`src/rtl/ecc_pkg.sv`:
```
package ecc_pkg;

    localparam int BUS_W = 32;

    // register byte offsets
    localparam int OFS_SRST   = 'h004;
    localparam int OFS_CTL    = 'h400;
    localparam int OFS_PERIOD = 'h404;
    localparam int OFS_DOUT   = 'h410;

    // control field positions
    localparam int CTL_START  = 0;
    localparam int CTL_EN     = 1;
    localparam int CTL_SPD_LO = 2;
    localparam int CTL_LEN_LO = 4;
    localparam int MASK_LO    = 16;
    localparam int CTL_USED   = 6;
    localparam int SRST_BIT   = 0;

    typedef enum logic [0:0] {
        ST_IDLE    = 1'b0,
        ST_COLLECT = 1'b1
    } ecc_state_e;

endpackage

```
`src/rtl/ecc_ctl_reg.sv`:
```
module ecc_ctl_reg
    import ecc_pkg::*;
(
    input  logic             clk,
    input  logic             rst_n,
    input  logic             wr_ctl,
    input  logic             soft_clr,
    input  logic [BUS_W-1:0] wdata,
    output logic             en_q,
    output logic [1:0]       speed_q,
    output logic [1:0]       len_q,
    output logic             en_next,
    output logic             start_req
);

    logic [15:0] mask;
    logic [15:0] val;
    logic        en_d;
    logic [1:0]  spd_d;
    logic [1:0]  len_d;
    logic        unused_hi;

    assign mask      = wdata[MASK_LO +: 16];
    assign val       = wdata[15:0];
    assign unused_hi = ^{mask[15:CTL_USED], val[15:CTL_USED]};

    always_comb begin
        en_d  = en_q;
        spd_d = speed_q;
        len_d = len_q;
        if (wr_ctl) begin
            if (mask[CTL_EN]) begin
                en_d = val[CTL_EN];
            end
            for (int b = 0; b < 2; b++) begin
                if (mask[CTL_SPD_LO + b]) begin
                    spd_d[b] = val[CTL_SPD_LO + b];
                end
                if (mask[CTL_LEN_LO + b]) begin
                    len_d[b] = val[CTL_LEN_LO + b];
                end
            end
        end
        if (soft_clr) begin
            en_d  = 1'b0;
            spd_d = '0;
            len_d = '0;
        end
    end

    assign en_next   = en_d;
    assign start_req = wr_ctl && mask[CTL_START] && val[CTL_START] && en_d && !soft_clr;

    always_ff @(posedge clk or negedge rst_n) begin
        if (!rst_n) begin
            en_q    <= 1'b0;
            speed_q <= '0;
            len_q   <= '0;
        end else begin
            en_q    <= en_d;
            speed_q <= spd_d;
            len_q   <= len_d;
        end
    end

endmodule

```
`src/rtl/ecc_seq_fsm.sv`:
```
module ecc_seq_fsm
    import ecc_pkg::*;
#(
    parameter int PERIOD_W  = 32,
    parameter int BIT_IDX_W = 8,
    parameter int LEN_UNIT  = 64
)(
    input  logic                 clk,
    input  logic                 rst_n,
    input  logic                 start_req,
    input  logic                 stop_req,
    input  logic [PERIOD_W-1:0]  period,
    input  logic [1:0]           len_code,
    output logic                 busy,
    output logic                 cap_stb,
    output logic [BIT_IDX_W-1:0] cap_idx
);

    ecc_state_e           state_q;
    ecc_state_e           state_d;
    logic [PERIOD_W-1:0]  pcnt_q;
    logic [BIT_IDX_W-1:0] bcnt_q;
    logic [PERIOD_W-1:0]  eff_m1;
    logic [BIT_IDX_W-1:0] last_idx;
    logic                 tick;
    logic                 last_bit;

    assign eff_m1   = (period == '0) ? '0 : period - 1'b1;
    assign last_idx = BIT_IDX_W'((int'(len_code) + 1) * LEN_UNIT - 1);
    assign tick     = (pcnt_q >= eff_m1);
    assign last_bit = (bcnt_q == last_idx);

    // state register
    always_ff @(posedge clk or negedge rst_n) begin
        if (!rst_n) begin
            state_q <= ST_IDLE;
        end else begin
            state_q <= state_d;
        end
    end

    // transitions: arm, finish, abort, hold
    always_comb begin
        state_d = state_q;
        unique case (state_q)
            ST_IDLE: begin
                if (start_req) begin
                    state_d = ST_COLLECT;
                end
            end
            ST_COLLECT: begin
                if (stop_req) begin
                    state_d = ST_IDLE;
                end else if (tick && last_bit) begin
                    state_d = ST_IDLE;
                end
            end
            default: state_d = ST_IDLE;
        endcase
    end

    // outputs
    always_comb begin
        busy    = 1'b0;
        cap_stb = 1'b0;
        unique case (state_q)
            ST_IDLE: begin
                busy = 1'b0;
            end
            ST_COLLECT: begin
                busy    = 1'b1;
                cap_stb = tick && !stop_req;
            end
            default: begin
                busy = 1'b0;
            end
        endcase
    end

    assign cap_idx = bcnt_q;

    // period and bit counters
    always_ff @(posedge clk or negedge rst_n) begin
        if (!rst_n) begin
            pcnt_q <= '0;
            bcnt_q <= '0;
        end else if (state_q == ST_IDLE) begin
            if (start_req) begin
                pcnt_q <= '0;
                bcnt_q <= '0;
            end
        end else if (!stop_req) begin
            if (tick) begin
                pcnt_q <= '0;
                bcnt_q <= bcnt_q + 1'b1;
            end else begin
                pcnt_q <= pcnt_q + 1'b1;
            end
        end
    end

endmodule

```
`src/rtl/ecc_data_bank.sv`:
```
module ecc_data_bank #(
    parameter int WORD_W    = 32,
    parameter int MAX_WORDS = 8,
    parameter int BIT_IDX_W = 8
)(
    input  logic                                 clk,
    input  logic                                 rst_n,
    input  logic                                 soft_clr,
    input  logic                                 cap_stb,
    input  logic [BIT_IDX_W-1:0]                 cap_idx,
    input  logic                                 cap_bit,
    output logic [MAX_WORDS-1:0][WORD_W-1:0]     words_o
);

    localparam int POS_W = $clog2(WORD_W);
    localparam int SEL_W = BIT_IDX_W - POS_W;

    logic [SEL_W-1:0] sel;
    logic [POS_W-1:0] pos;

    assign sel = cap_idx[BIT_IDX_W-1:POS_W];
    assign pos = cap_idx[POS_W-1:0];

    always_ff @(posedge clk or negedge rst_n) begin
        if (!rst_n) begin
            words_o <= '0;
        end else if (soft_clr) begin
            words_o <= '0;
        end else if (cap_stb) begin
            for (int w = 0; w < MAX_WORDS; w++) begin
                if (sel == SEL_W'(w)) begin
                    words_o[w][pos] <= cap_bit;
                end
            end
        end
    end

endmodule

```
`src/rtl/entropy_collector.sv`:
```
module entropy_collector
    import ecc_pkg::*;
#(
    parameter int ADDR_W    = 12,
    parameter int WORD_W    = 32,
    parameter int MAX_WORDS = 8,
    parameter int PERIOD_W  = 32
)(
    input  logic              clk,
    input  logic              rst_n,
    input  logic [ADDR_W-1:0] bus_addr,
    input  logic              bus_wen,
    input  logic [BUS_W-1:0]  bus_wdata,
    output logic [BUS_W-1:0]  bus_rdata,
    input  logic              noise_in,
    output logic              src_en,
    output logic [1:0]        src_speed
);

    localparam int TOTAL_BITS = WORD_W * MAX_WORDS;
    localparam int BIT_IDX_W  = $clog2(TOTAL_BITS);
    localparam int LEN_UNIT   = TOTAL_BITS / 4;

    logic                             hit_ctl;
    logic                             hit_per;
    logic                             hit_srst;
    logic                             wr_ctl;
    logic                             soft_clr;
    logic                             en_q;
    logic [1:0]                       len_q;
    logic                             en_next;
    logic                             start_req;
    logic                             busy;
    logic                             cap_stb;
    logic [BIT_IDX_W-1:0]             cap_idx;
    logic [PERIOD_W-1:0]              period_q;
    logic [MAX_WORDS-1:0][WORD_W-1:0] words;
    logic [MAX_WORDS-1:0]             hit_word;

    assign hit_ctl  = (bus_addr == ADDR_W'(OFS_CTL));
    assign hit_per  = (bus_addr == ADDR_W'(OFS_PERIOD));
    assign hit_srst = (bus_addr == ADDR_W'(OFS_SRST));
    assign wr_ctl   = bus_wen && hit_ctl;
    assign soft_clr = bus_wen && hit_srst && bus_wdata[SRST_BIT];

    generate
        for (genvar i = 0; i < MAX_WORDS; i++) begin : g_word_hit
            assign hit_word[i] = (bus_addr == ADDR_W'(OFS_DOUT + 4 * i));
        end
    endgenerate

    ecc_ctl_reg u_ctl (
        .clk       (clk),
        .rst_n     (rst_n),
        .wr_ctl    (wr_ctl),
        .soft_clr  (soft_clr),
        .wdata     (bus_wdata),
        .en_q      (en_q),
        .speed_q   (src_speed),
        .len_q     (len_q),
        .en_next   (en_next),
        .start_req (start_req)
    );

    assign src_en = en_q;

    always_ff @(posedge clk or negedge rst_n) begin
        if (!rst_n) begin
            period_q <= '0;
        end else if (soft_clr) begin
            period_q <= '0;
        end else if (bus_wen && hit_per) begin
            period_q <= bus_wdata[PERIOD_W-1:0];
        end
    end

    ecc_seq_fsm #(
        .PERIOD_W  (PERIOD_W),
        .BIT_IDX_W (BIT_IDX_W),
        .LEN_UNIT  (LEN_UNIT)
    ) u_seq (
        .clk       (clk),
        .rst_n     (rst_n),
        .start_req (start_req),
        .stop_req  (!en_next || soft_clr),
        .period    (period_q),
        .len_code  (len_q),
        .busy      (busy),
        .cap_stb   (cap_stb),
        .cap_idx   (cap_idx)
    );

    ecc_data_bank #(
        .WORD_W    (WORD_W),
        .MAX_WORDS (MAX_WORDS),
        .BIT_IDX_W (BIT_IDX_W)
    ) u_bank (
        .clk      (clk),
        .rst_n    (rst_n),
        .soft_clr (soft_clr),
        .cap_stb  (cap_stb),
        .cap_idx  (cap_idx),
        .cap_bit  (noise_in),
        .words_o  (words)
    );

    always_comb begin
        bus_rdata = '0;
        if (hit_ctl) begin
            bus_rdata[CTL_START]         = busy;
            bus_rdata[CTL_EN]            = en_q;
            bus_rdata[CTL_SPD_LO +: 2]   = src_speed;
            bus_rdata[CTL_LEN_LO +: 2]   = len_q;
        end else if (hit_per) begin
            bus_rdata = BUS_W'(period_q);
        end else begin
            for (int i = 0; i < MAX_WORDS; i++) begin
                if (hit_word[i]) begin
                    bus_rdata = BUS_W'(words[i]);
                end
            end
        end
    end

endmodule

```
`config.mk`:
```
export PLATFORM = sky130hd
export DESIGN_NAME = entropy_collector
export DESIGN_NICKNAME = d
export VERILOG_FILES = /design/src/rtl/ecc_pkg.sv /design/src/rtl/ecc_ctl_reg.sv /design/src/rtl/ecc_seq_fsm.sv /design/src/rtl/ecc_data_bank.sv /design/src/rtl/entropy_collector.sv
export SDC_FILE = /design/constraint.sdc
export NUM_CORES = 1
export LEC_CHECK = 0
export ABC_AREA = 1
export ABC_CLOCK_PERIOD_IN_PS = 3470
export BUFFER_PORTS_ARGS = -buffer_cell sky130_fd_sc_hd__buf_2
export CAP_MARGIN = 20
export CORE_MARGIN = 4
export CORE_UTILIZATION = 30
export CTS_BUF_LIST = sky130_fd_sc_hd__clkbuf_16
export DETAILED_ROUTE_END_ITERATION = 6
export PLACE_DENSITY = 0.52
export SLEW_MARGIN = 20
export SYNTH_ARGS = -nofsm -noshare
export SYNTH_HDL_FRONTEND = slang
export SYNTH_HIERARCHICAL = 1
export SYNTH_SLANG_ARGS = --single-unit
```
`constraint.sdc`:
```
create_clock -name clk -period 3.47 [get_ports clk]
set_input_delay 0.347 -clock clk [delete_from_list [all_inputs] [get_ports clk]]
set_output_delay 0.347 -clock clk [all_outputs]
set_load 0.01 [all_outputs]
```
==> key figures, run 1 <==
Global route
  – Vias in the first global route: 18911
  – Tot GR Track Use: 20.2%
  – First-pass GRT wire length: 116 mm
  – GRT overflow: 0
  – Largest net degree at the start of global routing: 85
  – Initial antenna violation count: 0

Synthesis
  – Synth Instances: 3055
  – Net Count, Synth: 3139
  – Cell taking the most area after synthesis: dfrtp_1
  – Synth warn: 6
  – Cell variety after synth: 51
  – Post-synth EDFFs: 0
  – Share of flip-flops with an asynchronous set or reset: 100%
  – Post-synthesis area per instance: 6.75 µm²
  – Synth Cell Area: 20600 µm²
  – Post-synth top area share: 40.6%
  – Flip-flop and latch count after synthesis: 334
  – Dominant synthesized flop cell: dfrtp_1
  – Sequential-to-total area share from yosys stat: 40.6%
  – Largest cells by area after synthesis: dfrtp_1 41%, nand2_1 27%, nor2_1 5.3%, nand3_1 4.4%, inv_1 3.2%

STA
  – Max-slew headroom: 42.3%
  – Pins Over Slew Limit: 0
  – Final period utilization: 107%
  – Slew @ Worst Pin: 0.863 ns
  – Min Tclk post-route: 3.71 ns
  – Fmax: 0.270 GHz
  – Post-route setup slack: -0.236 ns
  – Setup Skew: 0.0178 ns
  – # setup viols final: 282
  – Final hold viol count: 0
  – RSZ-0062 raised after global routing: yes

Clock tree
  – CTS tree: done
  – TritonCTS buffer count: 42
  – Worst-Skew Late Latency: 0.58 ns
  – Clock buffer depth: 3
  – Clock Sinks: 334
  – Clock Tree Root: clkbuf_16
  – Clock slew at reported path FFs: 0.06 ns
  – H-tree lvl count: 2

Floorplanning
  – # IOs: 83
  – Core area: 67600 µm²
  – Die Y: 270 µm
  – Die Width: 270 µm
  – # rows: 95
  – Die Area: 72900 µm²
  – Initial Utilization: 30.5%

Place
  – Placed instance area: 23100 µm²
  – # port buffers: 82
  – DP HPWL: 50.3 mm
  – Placed insts: 4050
  – GPL Wtd Cong: 0.873

Worst setup path
  – CP Class: register to register
  – Setup slack, reg-to-reg: -0.24 ns
  – Worst Path Arrival: 4.16 ns
  – Setup crit start kind: register
  – WP data required: 3.92 ns
  – CP endpoint kind: register
  – Worst r2r path cells: 27
  – Worst-path fanout max: 8

Layout
  – Nets@finish: 3370
  – Diodes inserted: 0
  – Share of cells above drive strength 1: 17.7%
  – Area grow syn2layout: 24.8%
  – Finished Cell Area: 25700 µm²
  – Final core utilization: 38.0%
  – Non-Filler Instances: 4184

Power and ir drop
  – Static Leakage: 13.3 nW
  – Max VDD drop: 0.274 mV
  – Total power per unit cell area: 338 nW/µm²

Run status
  – Failing checks: setup timing
  – Status: complete, but fails checks

Route
  – Via density: 4.95
  – First DRT Iteration DRCs: 1783
  – Routed WL: 79.8 mm
  – DR WL/cell: 19.1 µm
  – Antenna Nets Post-Route: 0
  – DRC violations left: 0
  – Drt pass-1 iters: 6
  – Via count: 20716

Min path
  – Hold Path Depth: 3
  – Hold Crit Class: primary input to register

Flow run
  – Max Cap Viol: 0
==> logic make-up (layout without fill, tap and decap cells) <==
kind of cell	count (synthesis)	count (layout)	share of synthesized area, %
and+or+nand+nor	2149	2149	44.0
DFF	334	334	40.6
buffers and inverters	325	581	6.89
adders and majority gates	36	36	2.19
AOI/OAI and AO/OA	178	178	4.99
xor gates and xnor gates	33	33	1.40
==> critical path: stages, from the launching register on <==
cell and delay (ns):
dfrtp_1 0.41, nor2_2 0.15, nand4_1 0.18, inv_2 0.13
nand2_4 0.06, nor2_4 0.13, nand2_4 0.08, nor2_4 0.16
nand3_2 0.08, nand2_2 0.08, nand3_2 0.10, ha_4 0.29
nand2_4 0.06, nor2_4 0.08, nand4_1 0.15, nor2_1 0.18
nand2_2 0.11, nand2_4 0.10, nand2_4 0.06, inv_4 0.07
inv_2 0.04, nor2_4 0.19, nand2_2 0.12, nand2_8 0.16
clkbuf_16 0.21, nand2_1 0.06, nand2_1 0.08, nand2_1 0.04
==> final timing paths <==
path / startpoint / to
worst max-delay path: period_q[1] / u_bank/words_o[77]
worst min-delay path: bus_wdata[12] / period_q[12]
worst max register to register: period_q[1] / u_bank/words_o[77]
worst min register to register: u_bank/words_o[187] / u_bank/words_o[187]
max in group asynchronous: rst_n / u_bank/words_o[237]
min in group asynchronous: rst_n / u_bank/words_o[161]
==> placed cells by master (no fill, tap or decap), types with 12 or more instances in the layout <==
cell,n
a21oi_1,58
buf_12,31
buf_16,12
buf_2,81
buf_4,158
clkbuf_16,59
clkinv_1,13
dfrtp_1,326
ha_1,29
inv_1,180
inv_2,28
nand2_1,1433
nand2_2,29
nand2_4,13
nand3_1,175
nand3_2,27
nand4_1,32
nor2_1,279
nor2_2,48
nor2_4,21
nor3_1,34
o2111ai_1,17
o21ai_0,39
o21ai_1,25
o22ai_1,21
or2_2,18
xor2_1,27
==> final cells by class <==
| type | instances | area (µm²) |
|---|---|---|
| multi-input combinational | 2396 | 11200 |
| sequential | 334 | 8370 |
| tap | 873 | 1090 |
| clock buffer | 43 | 1080 |
| clock inverter | 26 | 104 |
| timing repair buffer | 310 | 3080 |
| inverter | 202 | 772 |
| fill | 7104 | 41900 |
==> layer usage <==
metal / track usage [%] / wire length [µm] / vias to the layer above / part of all wire [%]
met4: 5.38 / 2220 / 0 / 2.8
met5: 0 / 0 / - / 0
li1: - / - / 10024 / -
met3: 3.56 / 6060 / 133 / 7.6
met2: 32.3 / 36200 / 783 / 45
met1: 28.1 / 35300 / 9776 / 44
==> cell usage after synthesis, drive strengths merged, types with 17 or more instances <==
cell and instances:
a21oi 67, buf 95, clkbuf 28, dfrtp 334
ha 36, inv 198, nand2 1479, nand3 205
nand4 33, nor2 350, nor3 41, o2111ai 17
o21ai 65, o22ai 21, or2 30, xor2 28
==> report_power, final <==
| part | internal (W) | switching, W | total (W) |
|---|---|---|---|
| Clock | 0.00221 | 0.00174 | 0.00395 |
| Sequential | 0.00395 | 0.0000790 | 0.00403 |
| Combinational | 0.000243 | 0.000481 | 0.000724 |
| Total | 0.00640 | 0.00230 | 0.00870 |
==> timing repair <==
item                                    4_1_cts  5_1_grt
setup buffers                                25       11
endpoints found under the setup margin      256      282
gates cloned                                 11       17
hold endpoints to repair                     80        0
resized for setup                            53       72
hold buffers                                  3        0
pin swaps                                    26       31
==> through the flow <==
| step | power (W) | hold WS [ns] | TNS, ns | worst slack, ns |
|---|---|---|---|---|
| floorplan | 0.00446 | 0.0514 | 0 | 0.00300 |
| CTS | 0.00879 | 0.00236 | -14.44 | -0.112 |
| global route | 0.00906 | 0.0274 | -107.61 | -0.459 |
| finish | 0.00870 | 0.0266 | -41.28 | -0.236 |
| global placement | 0.00479 | 0.437 | -51.56 | -0.314 |
| detailed placement | 0.00479 | 0.440 | -65.54 | -0.377 |
==> flip-flops by register name, summed over array words and instances (netlist names) <==
register and count:
period_q 32, u_ctl/len_q 2, u_bank/words_o 256, u_ctl/en_q 1
u_ctl/speed_q 2, u_seq/pcnt_q 32, u_seq/state_q 1, u_seq/cap_idx 8
No activity file was read; power rests on OpenSTA's default activity.
==> run 2, diff against run 1 <==
--- a/config.mk
+++ b/config.mk
@@ -6,7 +6,7 @@
 export NUM_CORES = 1
 export LEC_CHECK = 0
 export ABC_AREA = 1
-export ABC_CLOCK_PERIOD_IN_PS = 3470
+export ABC_CLOCK_PERIOD_IN_PS = 3100
 export BUFFER_PORTS_ARGS = -buffer_cell sky130_fd_sc_hd__buf_2
 export CAP_MARGIN = 20
 export CORE_MARGIN = 4
==> constraint.sdc (replaced) <==
create_clock -name clk -period 3.1 [get_ports clk]
set_input_delay 0.31 -clock clk [delete_from_list [all_inputs] [get_ports clk]]
set_output_delay 0.31 -clock clk [all_outputs]
set_load 0.01 [all_outputs]
==> run 2 against run 1 <==
- the flow still finishes with violations (setup timing)
- final area increased by 3.4%
- sequential cell count unchanged
- die area is the same
- via count up 0.17%
- critical path type unchanged
- clock skew is 0.0082 ns higher
- highest routed layer unchanged
- routed wire length increased by 0.44%
- combinational power up 21%
- largest power group is now the clock network
- power increased by 15%
- final cell count rose by 1.4%
==> key figures, run 2 (synthesized netlist as in run 1, its figures left out) <==
Run status
  – Status: complete, but fails checks (unchanged)
  – Failing checks: setup timing (unchanged)

Clock tree
  – TritonCTS buffer count: 41 (was 42)
  – CTS tree: done (unchanged)
  – Worst-Skew Late Latency: 0.58 ns (about the same)
  – H-tree lvl count: 2 (unchanged)
  – Clock buffer depth: 3 (unchanged)
  – Clock Tree Root: clkbuf_16 (unchanged)
  – Clock slew at reported path FFs: 0.06 ns (about the same)
  – Clock Sinks: 334 (unchanged)

Global route
  – Met3 Track Usage GR: 2.29% (was 3.56%)
  – Top Usage Layer GRT: met2 (unchanged)
  – Vias in the first global route: 19595 (was 18911)
  – Initial antenna violation count: 0 (unchanged)
  – First-pass GRT wire length: 119 mm (was 116 mm)
  – GRT overflow: 0 (unchanged)
  – Largest net degree at the start of global routing: 82 (was 85)
  – Met1 Resource Use GR: 29.7% (was 28.1%)
  – Global-route met2 utilization: 33.7% (was 32.3%)
  – Tot GR Track Use: 20.8% (was 20.2%)

STA
  – Setup Skew: 0.0260 ns (was 0.0178 ns)
  – Post-route setup slack: -0.520 ns (was -0.236 ns)
  – Final period utilization: 117% (was 107%)
  – Slew @ Worst Pin: 0.955 ns (was 0.863 ns)
  – Final hold viol count: 0 (unchanged)
  – Min Tclk post-route: 3.62 ns (was 3.71 ns)
  – Final TNS setup: -113.95 ns (was -41.28 ns)
  – Pins Over Slew Limit: 0 (unchanged)
  – Max-slew headroom: 35.7% (was 42.3%)
  – # setup viols final: 285 (was 282)
  – Fmax: 0.276 GHz (was 0.270 GHz)
  – RSZ-0062 raised after global routing: yes (unchanged)

Floorplanning
  – Core area: 67600 µm² (unchanged)
  – # rows: 95 (unchanged)
  – Die Area: 72900 µm² (unchanged)
  – Die Width: 270 µm (unchanged)
  – Die Y: 270 µm (unchanged)
  – # IOs: 83 (unchanged)
  – Initial Utilization: 30.5% (unchanged)

Place
  – DP HPWL: 51.3 mm (was 50.3 mm)
  – Place WS: -0.565 ns (was -0.377 ns)
  – # port buffers: 82 (unchanged)
  – GPL Wtd Cong: 0.879 (was 0.873)
  – Placed insts: 4076 (was 4050)
  – Placed instance area: 23400 µm² (was 23100 µm²)

Layout
  – Reg with most FFs: u_bank/words_o (unchanged)
  – Finished Cell Area: 26600 µm² (was 25700 µm²)
  – Final core utilization: 39.3% (was 38.0%)
  – Most frequent cells in the layout: 1416 x nand2_1, 327 x dfrtp_1, 274 x nor2_1 (was 1433 x nand2_1, 326 x dfrtp_1, 279 x nor2_1)
  – Most common cell after layout, fill and taps aside: nand2_1 (unchanged)
  – Diodes inserted: 0 (unchanged)
  – Area grow syn2layout: 29.1% (was 24.8%)
  – Max reg flops: 256 (unchanged)
  – Share of cells above drive strength 1: 19.8% (was 17.7%)
  – Largest registers: u_bank/words_o: 256 flops, period_q: 32 flops, u_seq/pcnt_q: 32 flops (unchanged)
  – Non-Filler Instances: 4242 (was 4184)
  – Nets@finish: 3423 (was 3370)

Power and ir drop
  – Sw frac: 26.7% (was 26.5%)
  – Int Power: 0.00735 W (was 0.00640 W)
  – Static Leakage: 13.6 nW (was 13.3 nW)
  – Max VDD drop: 0.336 mV (was 0.274 mV)
  – Share of power burned in registers: 45.1% (was 46.3%)
  – Combinational Power Share: 8.7% (was 8.3%)
  – Clock Power Share: 46.2% (was 45.4%)
  – Total power per unit cell area: 377 nW/µm² (was 338 nW/µm²)
  – Psw: 0.00267 W (was 0.00230 W)

Worst setup path
  – CP Launch Point: period_q[1] (unchanged)
  – Worst Path Arrival: 4.12 ns (was 4.16 ns)
  – Worst r2r path cells: 28 (was 27)
  – CP Class: register to register (unchanged)
  – Setup crit start kind: register (unchanged)
  – WP data required: 3.60 ns (was 3.92 ns)
  – CP max stage delay: 0.44 ns (was 0.41 ns)
  – Worst-path fanout max: 8 (unchanged)
  – CP endpoint kind: register (unchanged)
  – Worst r2r src: period_q[1] (unchanged)
  – Crit path max-delay cell type: dfrtp_2 (was dfrtp_1)
  – Crit path capture: u_bank/words_o[119] (was u_bank/words_o[77])
  – Reg2reg end: u_bank/words_o[119] (was u_bank/words_o[77])
  – Setup slack, reg-to-reg: -0.52 ns (was -0.24 ns)
  – CP most frequent cell: nor2_4 (was nand2_4)

Min path
  – Hold Crit Class: primary input to register (unchanged)
  – Hold Path Depth: 3 (unchanged)

Route
  – Drt pass-1 iters: 5 (was 6)
  – DRC violations left: 0 (unchanged)
  – Via count: 20752 (was 20716)
  – Via density: 4.89 (was 4.95)
  – DR WL/cell: 18.9 µm (was 19.1 µm)
  – First DRT Iteration DRCs: 1804 (was 1783)
  – Routed WL: 80.1 mm (was 79.8 mm)
  – Antenna Nets Post-Route: 0 (unchanged)

Flow run
  – Max Cap Viol: 0 (unchanged)
-- run 2: cell types whose count changed in the layout (fill, tap and decap cells not counted), moves of 11 or more --
| cell | previous run | this run |
|---|---|---|
| buf_12 | 31 | 46 |
| buf_4 | 158 | 181 |
| dlygate4sd3_1 | 3 | 22 |
| ha_4 | 5 | 16 |
| nand2_1 | 1433 | 1416 |
| nand2_2 | 29 | 43 |
-- run 2: layer usage --
layer / vias up / part of all wire, % / routed length (µm)
met4: 0 / 2.5 / 1980
met3: 110 / 6.2 / 5000
li1: 10158 / - / -
met2: 657 / 46 / 36600
met5: - / 0 / 0
met1: 9827 / 46 / 36600
-- run 2: through the flow --
step / total power (W) / hold WS [ns]
after floorplan: 0.00499 / 0.0144
after global placement: 0.00538 / 0.404
after detailed placement: 0.00539 / 0.408
after CTS: 0.0101 / 0.00105
after global routing: 0.0104 / 0.0234
final: 0.0100 / 0.0214
-- run 2: timing repair --
action	in CTS	in global routing
endpoints found under the setup margin	262	297
gates cloned	16	12
endpoints found under the hold margin	96	0
setup buffers	30	16
resized for setup	85	70
pin swaps	31	52
hold buffers	22	0
-- run 2: power by group through the flow --
stage	Combinational [W]	Sequential, W	Clock [W]
2_1_floorplan	0.000436	0.00456	0
3_3_place_gp	0.000797	0.00459	0
3_5_place_dp	0.000804	0.00459	0
4_1_cts	0.000867	0.00452	0.00472
5_1_grt	0.000971	0.00453	0.00489
6_report	0.000873	0.00452	0.00463
-- run 2: area by class of cell --
cell class,instances,area [µm²]
multi-input cells,2396,11500
fillers,7026,41000
repair buffers,362,3620
clock buffers,42,1050
clock inverters,31,190
flip-flops and latches,334,8370
well taps,873,1090
inverters,202,772
repair inverters,2,12.5
-- run 2: how the worst min path moves through the flow --
stage                                endpoint  slack, ns          start
after floorplan                   period_q[0]       0.01          rst_n
after global placement    u_bank/words_o[131]       0.40          rst_n
after detailed placement  u_bank/words_o[131]       0.41          rst_n
after CTS                        period_q[16]      0.001  bus_wdata[16]
after global routing           u_ctl/len_q[0]       0.02  bus_wdata[20]
final                            period_q[24]       0.02  bus_wdata[24]
-- run 2: critical path, delay by kind of cell, from the launching register on --
kind,cells,cell delay (ns)
simple gates,18,1.77
compound gates,1,0.18
fa+ha+maj,2,0.47
flops,1,0.44
buf+inv,7,0.66
